`config.mk`:
```
export PLATFORM = sky130hd
export DESIGN_NAME = ecc_regbank
export DESIGN_NICKNAME = d
export VERILOG_FILES = /design/src/rtl/ecc_regbank_pkg.sv /design/src/rtl/ecc_addr_decode.sv /design/src/rtl/ecc_fault_merge.sv /design/src/rtl/ecc_diag_window.sv /design/src/rtl/ecc_regbank.sv
export SDC_FILE = /design/constraint.sdc
export NUM_CORES = 1
export LEC_CHECK = 0
export BUFFER_PORTS_ARGS = -buffer_cell sky130_fd_sc_hd__buf_4
export CAP_MARGIN = 10
export CORE_MARGIN = 4
export CORE_UTILIZATION = 30
export CTS_CLUSTER_DIAMETER = 200
export CTS_CLUSTER_SIZE = 16
export DETAILED_ROUTE_END_ITERATION = 8
export SYNTH_ARGS = -nofsm -noshare
export SYNTH_HDL_FRONTEND = slang
export SYNTH_HIERARCHICAL = 1
export SYNTH_SLANG_ARGS = --single-unit
```
`constraint.sdc`:
```
create_clock -name clk -period 1.6 [get_ports clk]
set_input_delay 0 -clock clk [delete_from_list [all_inputs] [get_ports clk]]
set_output_delay 0 -clock clk [all_outputs]
set_load 0.005 [all_outputs]
```
`src/rtl/ecc_regbank_pkg.sv`:
```
package ecc_regbank_pkg;

    localparam int DATA_W   = 32;
    localparam int IDX_W    = 4;
    localparam int NUM_REGS = 9;

    typedef enum logic [IDX_W-1:0] {
        RI_ENABLE = 4'd0,
        RI_DELAY  = 4'd1,
        RI_FSTAT  = 4'd2,
        RI_VCFG   = 4'd3,
        RI_FADDR0 = 4'd4,
        RI_FADDR1 = 4'd5,
        RI_DIAG   = 4'd6,
        RI_EVC0   = 4'd7,
        RI_EVC1   = 4'd8
    } reg_idx_e;

    // fault status field positions
    localparam int FS_CE     = 0;
    localparam int FS_UE     = 3;
    localparam int FS_DW_LSB = 4;
    localparam int FS_SY_LSB = 8;
    localparam int FS_ME     = 16;

    localparam logic [DATA_W-1:0] DELAY_RST   = 32'h0000_0020;
    localparam logic [DATA_W-1:0] FADDR0_RST  = 32'h07C0_0000;
    localparam logic [DATA_W-1:0] DELAY_WMASK = 32'h7FFF_FFFF;

    typedef struct packed {
        logic [DATA_W-1:0] enable;
        logic [DATA_W-1:0] delay;
        logic [DATA_W-1:0] fstat;
        logic [DATA_W-1:0] vcfg;
        logic [DATA_W-1:0] faddr0;
        logic [DATA_W-1:0] faddr1;
        logic [DATA_W-1:0] diag;
        logic [DATA_W-1:0] evc0;
        logic [DATA_W-1:0] evc1;
        logic              irq;
    } regs_t;

    function automatic logic [DATA_W-1:0] variant_code(input int v);
        return DATA_W'(v) << 28;
    endfunction

    function automatic logic [DATA_W-1:0] enable_wmask(input int v);
        return (v == 0) ? 32'h0000_0103 : 32'h0000_0BFF;
    endfunction

    function automatic logic [DATA_W-1:0] enable_keep(input int v);
        return (v == 0) ? 32'h0000_0100 : 32'hFF00_0BFC;
    endfunction

    function automatic regs_t base_state(input logic [DATA_W-1:0] en);
        regs_t s;
        s        = '0;
        s.enable = en;
        s.delay  = DELAY_RST;
        s.faddr0 = FADDR0_RST;
        return s;
    endfunction

endpackage

```
`src/rtl/ecc_addr_decode.sv`:
```
module ecc_addr_decode #(
    parameter int ADDR_W     = 13,
    parameter bit HAS_DIAG   = 1'b1,
    parameter int DIAG_BYTES = 4
) (
    input  logic [ADDR_W-1:0]             addr,
    output logic                          reg_hit,
    output logic [3:0]                    reg_idx,
    output logic                          diag_hit,
    output logic [$clog2(DIAG_BYTES)-1:0] byte_sel
);
    localparam int WIN_BIT = ADDR_W - 1;
    localparam int SEL_W   = $clog2(DIAG_BYTES);

    always_comb begin
        reg_idx  = addr[5:2];
        reg_hit  = !addr[WIN_BIT] && (addr[WIN_BIT-1:6] == '0)
                   && (addr[5:2] <= 4'd8);
        diag_hit = HAS_DIAG && addr[WIN_BIT]
                   && (addr[WIN_BIT-1:SEL_W] == '0);
        byte_sel = addr[SEL_W-1:0];
    end
endmodule

```
`src/rtl/ecc_fault_merge.sv`:
```
module ecc_fault_merge
    import ecc_regbank_pkg::*;
(
    input  logic              cap_valid,
    input  logic              cap_uncorr,
    input  logic [3:0]        cap_dw,
    input  logic [7:0]        cap_synd,
    input  logic [DATA_W-1:0] prev_fstat,
    input  logic              corr_irq_en,
    output logic [DATA_W-1:0] new_fstat,
    output logic              raise_irq
);
    logic pending;

    always_comb begin
        pending                           = prev_fstat[FS_CE] | prev_fstat[FS_UE];
        new_fstat                         = '0;
        new_fstat[FS_CE]                  = !cap_uncorr;
        new_fstat[FS_UE]                  = cap_uncorr;
        new_fstat[FS_DW_LSB +: 4]         = cap_dw;
        new_fstat[FS_SY_LSB +: 8]         = cap_synd;
        new_fstat[FS_ME]                  = pending;
        raise_irq = cap_valid && (cap_uncorr || corr_irq_en);
    end
endmodule

```
`src/rtl/ecc_diag_window.sv`:
```
module ecc_diag_window #(
    parameter bit HAS_DIAG   = 1'b1,
    parameter int DIAG_BYTES = 4
) (
    input  logic                          clk,
    input  logic                          rst_n,
    input  logic                          wr,
    input  logic [$clog2(DIAG_BYTES)-1:0] sel,
    input  logic [7:0]                    wdata,
    output logic [7:0]                    rdata
);
    generate
        if (HAS_DIAG) begin : g_window
            logic [7:0] mem_d [DIAG_BYTES];
            logic [7:0] mem_q [DIAG_BYTES];

            always_comb begin
                mem_d = mem_q;
                if (wr) mem_d[sel] = wdata;
            end

            always_ff @(posedge clk or negedge rst_n) begin
                if (!rst_n) begin
                    for (int i = 0; i < DIAG_BYTES; i++) mem_q[i] <= '0;
                end else begin
                    mem_q <= mem_d;
                end
            end

            assign rdata = mem_q[sel];
        end else begin : g_none
            logic unused_inputs;
            assign unused_inputs = ^{clk, rst_n, wr, sel, wdata};
            assign rdata = '0;
        end
    endgenerate
endmodule

```
`src/rtl/ecc_regbank.sv`:
```
module ecc_regbank
    import ecc_regbank_pkg::*;
#(
    parameter int VARIANT    = 0,
    parameter int ADDR_W     = 13,
    parameter int DIAG_BYTES = 4
) (
    input  logic              clk,
    input  logic              rst_n,
    input  logic              soft_rst,
    input  logic [ADDR_W-1:0] addr,
    input  logic              wr_en,
    input  logic [31:0]       wr_data,
    input  logic              rd_en,
    output logic [31:0]       rd_data,
    input  logic              flt_valid,
    input  logic              flt_uncorr,
    input  logic [3:0]        flt_dw,
    input  logic [7:0]        flt_synd,
    input  logic [31:0]       flt_addr0,
    input  logic [31:0]       flt_addr1,
    output logic              irq
);
    localparam bit              HAS_DIAG = (VARIANT == 0);
    localparam int              SEL_W    = $clog2(DIAG_BYTES);
    localparam logic [DATA_W-1:0] CODE   = variant_code(VARIANT);
    localparam logic [DATA_W-1:0] EN_WM  = enable_wmask(VARIANT);
    localparam logic [DATA_W-1:0] EN_KEEP = enable_keep(VARIANT);

    regs_t             s_d, s_q;
    logic              reg_hit, diag_hit, raise_irq;
    logic [3:0]        reg_idx;
    logic [SEL_W-1:0]  byte_sel;
    logic [7:0]        diag_byte;
    logic [DATA_W-1:0] cap_fstat;
    logic [DATA_W-1:0] word_rd;

    ecc_addr_decode #(
        .ADDR_W    (ADDR_W),
        .HAS_DIAG  (HAS_DIAG),
        .DIAG_BYTES(DIAG_BYTES)
    ) u_dec (
        .addr    (addr),
        .reg_hit (reg_hit),
        .reg_idx (reg_idx),
        .diag_hit(diag_hit),
        .byte_sel(byte_sel)
    );

    ecc_fault_merge u_merge (
        .cap_valid  (flt_valid),
        .cap_uncorr (flt_uncorr),
        .cap_dw     (flt_dw),
        .cap_synd   (flt_synd),
        .prev_fstat (s_q.fstat),
        .corr_irq_en(s_q.enable[1]),
        .new_fstat  (cap_fstat),
        .raise_irq  (raise_irq)
    );

    ecc_diag_window #(
        .HAS_DIAG  (HAS_DIAG),
        .DIAG_BYTES(DIAG_BYTES)
    ) u_diag (
        .clk  (clk),
        .rst_n(rst_n),
        .wr   (wr_en && diag_hit && !soft_rst),
        .sel  (byte_sel),
        .wdata(wr_data[7:0]),
        .rdata(diag_byte)
    );

    // next-state logic: capture first, then bus write (capture wins on fstat)
    always_comb begin
        s_d = s_q;
        if (soft_rst) begin
            s_d = base_state(s_q.enable & EN_KEEP);
        end else begin
            if (flt_valid) begin
                s_d.fstat  = cap_fstat;
                s_d.faddr0 = flt_addr0;
                s_d.faddr1 = flt_addr1;
                if (raise_irq) s_d.irq = 1'b1;
            end
            if (wr_en && reg_hit) begin
                case (reg_idx_e'(reg_idx))
                    RI_ENABLE: s_d.enable = CODE | (wr_data & EN_WM);
                    RI_DELAY:  s_d.delay  = wr_data & DELAY_WMASK;
                    RI_FSTAT: begin
                        if (!flt_valid) begin
                            s_d.fstat = wr_data;
                            s_d.irq   = 1'b0;
                        end
                    end
                    RI_VCFG:   s_d.vcfg = wr_data;
                    RI_DIAG:   s_d.diag = wr_data;
                    RI_EVC0:   s_d.evc0 = wr_data;
                    RI_EVC1:   s_d.evc1 = wr_data;
                    default: ;
                endcase
            end
        end
    end

    always_ff @(posedge clk or negedge rst_n) begin
        if (!rst_n) s_q <= base_state(CODE);
        else        s_q <= s_d;
    end

    always_comb begin
        case (reg_idx_e'(reg_idx))
            RI_ENABLE: word_rd = s_q.enable;
            RI_DELAY:  word_rd = s_q.delay;
            RI_FSTAT:  word_rd = s_q.fstat;
            RI_VCFG:   word_rd = s_q.vcfg;
            RI_FADDR0: word_rd = s_q.faddr0;
            RI_FADDR1: word_rd = s_q.faddr1;
            RI_DIAG:   word_rd = s_q.diag;
            RI_EVC0:   word_rd = s_q.evc0;
            RI_EVC1:   word_rd = s_q.evc1;
            default:   word_rd = '0;
        endcase
        rd_data = '0;
        if (rd_en) begin
            if (reg_hit)       rd_data = word_rd;
            else if (diag_hit) rd_data = {24'b0, diag_byte};
        end
    end

    assign irq = s_q.irq;
endmodule

```
==> impl_metrics.py, run 1 <==
metrics = {
    "sta": {
        "finalCritPeriodShare": 1.44,
        "worstMarginPinSlew_ns": 0.672,
        "maxSlewViolCount": 0,
        "skew_ns": 0.0247,
        "rsz0062_at_grt": "yes",
        "final-hold-violation-count": 0,
        "period_needed_ns": 2.31,
        "relSlewSlack": 0.551,
        "finalSetupViolCount": 31,
        "fmax_mhz": 433,
        "setup_ws_ns": -0.708,
    },
    "grt": {
        "antenna_found_initial": 0,
        "grt_overflow": 0,
        "grt_pass1_wl_um": 71900,
        "grt_max_degree": 73,
        "grt_pass1_vias": 12000,
        "grt_use_total": 0.180,
    },
    "layout": {
        "nFillCells": 4357,
        "drive_above_1_share": 0.305,
        "multi_input_area_sq_um": 6260,
        "fin_cells": 2142,
        "seqCellArea_sq_um": 7290,
        "fin_util": 0.417,
        "nNetsFinal": 1646,
        "syn_to_final_growth_pct": 37.5,
    },
    "routing": {
        "vias_per_cell": 5.40,
        "ant_nets": 0,
        "drt-total-wl_um": 46800,
        "dr.pass1.iters": 7,
        "wire_per_inst_um": 21.9,
        "vias": 11600,
        "drt_iter0_drc": 882,
        "drc": 0,
    },
    "power": {
        "p_int_w": 0.0110,
        "p_sw_w": 0.00384,
        "p_seq_frac": 0.513,
        "vdd.ir_drop.worst_uv": 693,
        "powerDensity_nw_per_um2": 768,
        "swShare": 0.258,
        "p_leak_nw": 8.92,
        "combPwrFrac": 0.126,
        "p_clk_frac": 0.361,
    },
    "clock_network": {
        "path_clk_slew_ns": 0.08,
        "htreeDepth": 1,
        "cts.sinks": 291,
        "cts_root_buf": "clkbuf_16",
        "clkLatencyLatePin_ns": 0.56,
        "clockBufferDepth": 3,
        "cts_tree": "built",
        "numCtsBuffers": 22,
    },
    "setup_path": {
        "timing.rr.start": "s_q[136]",
        "rrSetupSlack_ns": 0.24,
        "path_max_fanout": 2,
        "slowest_delay_ns": 0.50,
        "startpoint_type": "flip-flop",
        "cp.arrival_ns": 2.31,
        "cp.required_ns": 1.60,
        "r2r-end": "s_q[136]",
        "worstSetupPathType": "flip-flop to output port",
        "rr_worst_depth": 4,
        "critPathSlowestCell": "a222oi_1",
        "critPathCaptureType": "output port",
        "worstPathCellList": "mux2_2 > a222oi_1 > nand4_1 > o211a_1 > buf_4",
    },
    "floorplanning": {
        "coreArea_sq_um": 46500,
        "start_util": 0.303,
        "die_h_um": 225,
        "die_area_sq_um": 50500,
        "io_pins": 161,
        "die_x_um": 225,
        "rows": 79,
    },
    "flow_run": {
        "maxCapViolCount": 0,
    },
    "synthesis": {
        "synth.distinct_cells": 64,
        "yosysWarningCount": 6,
        "syn_inst": 1202,
        "syn_avg_cell_area_sq_um": 11.7,
        "synth_seq_area_share": 0.518,
        "synth_area_sq_um": 14100,
        "ys.flop_type": "dfrtp_1",
        "ys_async_sr_fraction": 1.00,
        "synth_seq_cells": 291,
        "synth-edff-count": 0,
    },
    "worst_hold_path": {
        "worstHoldStart": "soft_rst",
        "min_to": "s_q[137]",
        "hold_depth": 3,
        "min_path_type": "input port to flip-flop",
    },
    "placement": {
        "dp_cells": 1952,
        "dpl.hpwl_um": 30500,
        "gp_congestion": 0.843,
        "port_buffers": 160,
    },
    "outcome": {
        "status": "complete, but fails checks",
        "violations": "setup timing",
    },
}
==> placed cells by master (no fill, tap or decap), drive strengths merged, types with 3 or more instances in the layout <==
cell type,Yosys,final
a211o,5,5
a211oi,30,30
a21o,8,8
a21oi,14,14
a221oi,55,55
a222oi,8,8
a22o,137,137
a22oi,25,25
a31oi,21,21
a32o,49,49
a32oi,5,5
and2,22,22
and3b,4,4
buf,115,317
clkbuf,58,38
conb,1,17
dfrtp,285,285
dfstp,6,6
dlygate4sd3,0,132
inv,28,28
mux2,41,41
mux2i,80,80
mux4,8,8
nand2,41,41
nand2b,3,3
nand3,11,11
nand3b,4,4
nand4,7,7
nor2,85,85
nor2b,6,6
nor3,3,3
nor3b,3,3
nor4b,5,5
o211a,5,5
o21ai,3,3
==> state kept, by name, summed over array words and instances (netlist names) <==
name and flops:
irq 1, s_q 258, u_diag/g_window.mem_q 32
==> per-layer routing <==
layer	vias up	track usage	part of all wire
li1	5172	-	-
met1	5924	0.247	0.43
met2	414	0.294	0.48
met3	66	0.0295	0.063
met4	0	0.0575	0.028
met5	-	0	0
==> cell families (layout without fill, tap and decap cells) <==
logic type | Yosys count | after routing | synth area share
other cells | 1 | 18 | 0.000266
flops | 291 | 291 | 0.518
compound gates | 378 | 378 | 0.228
mux | 129 | 129 | 0.104
simple gates | 202 | 202 | 0.0758
buf+inv | 201 | 517 | 0.0747
==> final cells by class <==
type	instances	share of cell area
Timing Repair Buffer	449	0.222
Antenna cell	1	0.000129
Clock inverter	2	0.00168
Sequential cell	291	0.377
Clock buffer	38	0.0316
Multi-Input combinational cell	726	0.324
Inverter	28	0.00543
Tap cell	607	0.0392
==> worst max-delay path, delay by kind of cell (launching register included) <==
kind	cells	cell delay, ns
simple gates	1	0.16
buf+inv	1	0.14
flops	1	0.39
compound gates	2	0.77
mux	1	0.28
==> cells in the mapped netlist, drive strengths merged, types with 5 or more instances <==
library cell	count	area, sq um
a222oi	8	80.1
mux2i	80	801
nor2	85	319
nand4	7	43.8
a32o	49	490
clkbuf	58	218
a31oi	21	131
a221oi	55	500
nand2	41	154
mux4	8	191
a21oi	14	70.1
and2	22	138
o211a	5	50.1
dfrtp	285	7130
a32oi	5	43.8
a211oi	30	225
nor4b	5	95.1
buf	115	729
a22o	137	1200
a22oi	25	188
a21o	8	60.1
mux2	41	465
nor2b	6	37.5
nand3	11	60.1
a211o	5	43.8
dfstp	6	158
inv	28	105
==> metrics by stage <==
stage	power, W	instance area, sq um	setup TNS [ns]	worst slack, ns	hold slack (ns)
finish	0.0149	19400	-5.38	-0.708	0.0267
global route	0.0154	19300	-7.35	-0.715	0.0293
CTS	0.0150	19200	-6.07	-0.700	0.00692
detailed placement	0.00931	16800	-27.58	-0.246	-0.0223
global placement	0.00929	16800	-24.05	-0.247	-0.0286
floorplan	0.00840	14200	-0.502	-0.0681	-0.296
==> power groups by stage <==
| stage | Combinational [W] | Sequential [W] | Clock (W) |
|---|---|---|---|
| after CTS | 0.00187 | 0.00762 | 0.00552 |
| final | 0.00187 | 0.00762 | 0.00537 |
| after detailed placement | 0.00155 | 0.00776 | 0 |
| after floorplan | 0.000690 | 0.00771 | 0 |
| after global routing | 0.00202 | 0.00764 | 0.00579 |
| after global placement | 0.00154 | 0.00776 | 0 |
==> how the worst max path moves through the flow <==
| stage | from | end | slack, ns | cells past startpoint |
|---|---|---|---|---|
| floorplan | addr[7] | u_diag/g_window.mem_q[24] | -0.07 | 6 |
| global placement | addr[2] | rd_data[0] | -0.25 | 8 |
| detailed placement | addr[7] | s_q[197] | -0.25 | 8 |
| CTS | s_q[67] | rd_data[2] | -0.70 | 5 |
| global route | s_q[67] | rd_data[2] | -0.72 | 5 |
| finish | s_q[67] | rd_data[2] | -0.71 | 5 |
==> timing repair <==
action                                 4_1_cts  5_1_grt
resized for setup                           68       12
buffers inserted                            16        6
cloned                                       1        0
pin swaps                                   37       19
hold buffers                               133        0
endpoints found under the hold margin      515        0
setup endpoints to repair                   32       34
Power figures use the tool's default switching activity.
==> inputs of run 2 (changes only) <==
==> constraint.sdc (replaced) <==
create_clock -name clk -period 2.86 [get_ports clk]
set_input_delay 0 -clock clk [delete_from_list [all_inputs] [get_ports clk]]
set_output_delay 0 -clock clk [all_outputs]
set_load 0.005 [all_outputs]
==> run 2 against run 1 <==
Effect of this change:
- the run now ends clean
- sequential share of layout area is 3.5 points higher
- clock skew is 0.021 ns lower
- non-clock buffer count is 116 lower
- power is 45% lower
- register-to-register slack better by 1.2 ns
- combinational power is 51% lower
- count of clock-buffer cells in the layout is 1 higher
- setup slack better by 1.0 ns
- die area stayed put
- wire length is 2.2% lower
- first-iteration DRC count is 41% higher
- critical path depth is 3 higher
==> impl_metrics.py, run 2 (synthesis gave the netlist of run 1 again) <==
metrics = {
    "placement": {
        "dpl.hpwl_um": 28900,
        "port_buffers": 160,
        "gp_congestion": 0.818,
        "place_area_sq_um": 15700,
    },
    "setup_path": {
        "cp.required_ns": 3.33,
        "worstPathCellList": "buf_4 > nor4_2 > o211a_1 > and3b_4 > and2_0 > a211oi_1 > a221oi_1 > dlygate4sd3_1",
        "startpoint_type": "input port",
        "cp.arrival_ns": 3.02,
        "slowest_delay_ns": 0.69,
        "worstSetupStartpoint": "addr[7]",
        "crit_family": "simple AND/OR/NAND/NOR gates",
        "worstSetupPathType": "input port to flip-flop",
        "critPathCaptureType": "flip-flop",
        "critPathSlowestCell": "and3b_4",
        "path_buf_inv": 2,
        "path_max_fanout": 43,
        "timing.rr.start": "s_q[198]",
    },
    "grt": {
        "antenna_found_initial": 0,
        "grt_max_degree": 90,
        "grt_overflow": 0,
        "met2_usage": 0.291,
        "grt_pass1_vias": 11300,
        "grt_use_met3": 0.0228,
        "grt_busiest_layer": "met2",
        "met1_usage": 0.243,
        "grt_use_total": 0.176,
        "grt_pass1_wl_um": 69900,
    },
    "routing": {
        "dr.pass1.iters": 5,
        "drt-total-wl_um": 45800,
        "drc": 0,
        "drt_iter0_drc": 1241,
        "vias_per_cell": 5.45,
        "vias": 11000,
        "ant_nets": 0,
        "wire_per_inst_um": 22.6,
    },
    "power": {
        "vdd.ir_drop.worst_uv": 355,
        "p_leak_nw": 8.08,
        "powerDensity_nw_per_um2": 464,
    },
    "sta": {
        "fmax_mhz": 391,
        "finalSetupTns_ns": 0,
        "worstMarginPinSlew_ns": 0.937,
        "finalCritPeriodShare": 0.894,
        "rsz0062_at_grt": "no",
        "skew_ns": 0.00388,
        "finalSetupViolCount": 0,
        "relSlewSlack": 0.375,
        "period_needed_ns": 2.56,
        "maxSlewViolCount": 0,
        "final-hold-violation-count": 0,
    },
    "clock_network": {
        "htreeDepth": 1,
        "cts_root_buf": "clkbuf_16",
        "cts.repair.resized": 0,
        "cts_tree": "built",
        "clkLatencyLatePin_ns": 0.52,
        "clockBufferDepth": 3,
        "numCtsBuffers": 22,
        "path_clk_slew_ns": 0.07,
        "cts.sinks": 291,
    },
    "layout": {
        "nNetsFinal": 1530,
        "largest_register_ffs": 258,
        "regMostFlops": "s_q",
        "syn_to_final_growth_pct": 25.6,
        "design_area_sq_um": 17700,
        "drive_above_1_share": 0.211,
        "antenna_cells": 0,
        "final_cell_mix": "dfrtp_1, buf_4, a22o_1",
        "layout_commonest_cell": "dfrtp_1",
    },
    "floorplanning": {
        "start_util": 0.303,
        "die_h_um": 225,
        "io_pins": 161,
        "die_x_um": 225,
        "die_area_sq_um": 50500,
        "coreArea_sq_um": 46500,
        "rows": 79,
    },
    "outcome": {
        "status": "finished, final reports clean",
    },
    "worst_hold_path": {
        "worstHoldStart": "flt_valid",
        "min_path_type": "input port to flip-flop",
    },
    "flow_run": {
        "maxCapViolCount": 0,
    },
}
-- run 2: metrics by stage --
step / cells / setup slack [ns] / hold WS (ns) / total power [W] / utilization
after floorplan: 1218 / 1.05 / -0.296 / 0.00470 / -
after global placement: 1853 / 0.420 / 0.0830 / 0.00511 / 0.338
after detailed placement: 1853 / 0.320 / 0.0892 / 0.00511 / 0.338
after CTS: 2025 / 0.397 / 0.00292 / 0.00831 / 0.381
after global routing: 2025 / 0.151 / 0.0302 / 0.00854 / 0.381
final: 2025 / 0.302 / 0.0216 / 0.00820 / 0.381
-- run 2: final timing paths --
check | depth (start not counted) | end | slack, ns
setup / recovery | 8 | s_q[206] | 0.30
min in group asynchronous | 2 | s_q[157] | 0.10
setup reg to reg | 3 | s_q[198] | 1.41
max in group asynchronous | 3 | s_q[136] | 1.88
hold / removal | 3 | s_q[104] | 0.02
hold reg to reg | 1 | s_q[255] | 0.49
-- run 2: repair_timing --
| action | CTS | global route |
|---|---|---|
| hold endpoints to repair | 295 | 0 |
| hold buffers | 132 | 0 |
| buffers inserted | 0 | 0 |
-- run 2: worst reg2reg max path, delay by kind of cell, from the launching register on --
kind	cells	cell delay (ns)
buffers and inverters	1	0.60
DFF	1	0.41
AOI/OAI and AO/OA	2	0.34
-- run 2: area by class of cell --
class                   instances  area [sq um]
multi-input cells             726          5920
clock buffers                  39           636
clock inverters                 1          16.3
repair buffers                333          2970
fillers                      4543         28800
well taps                     607           759
inverters                      28           105
flip-flops and latches        291          7290
-- run 2: report_power, final --
group          internal [W]  leakage [nW]  switching, W
registers           0.00420          3.97     0.0000620
clock network       0.00152         0.309       0.00151
logic              0.000407          3.80      0.000512
-- run 2: layer usage --
| layer | share of wire | vias up |
|---|---|---|
| met2 | 0.48 | 425 |
| met4 | 0.034 | 0 |
| met3 | 0.055 | 84 |
| met1 | 0.44 | 5608 |
| li1 | - | 4918 |
| met5 | 0 | - |
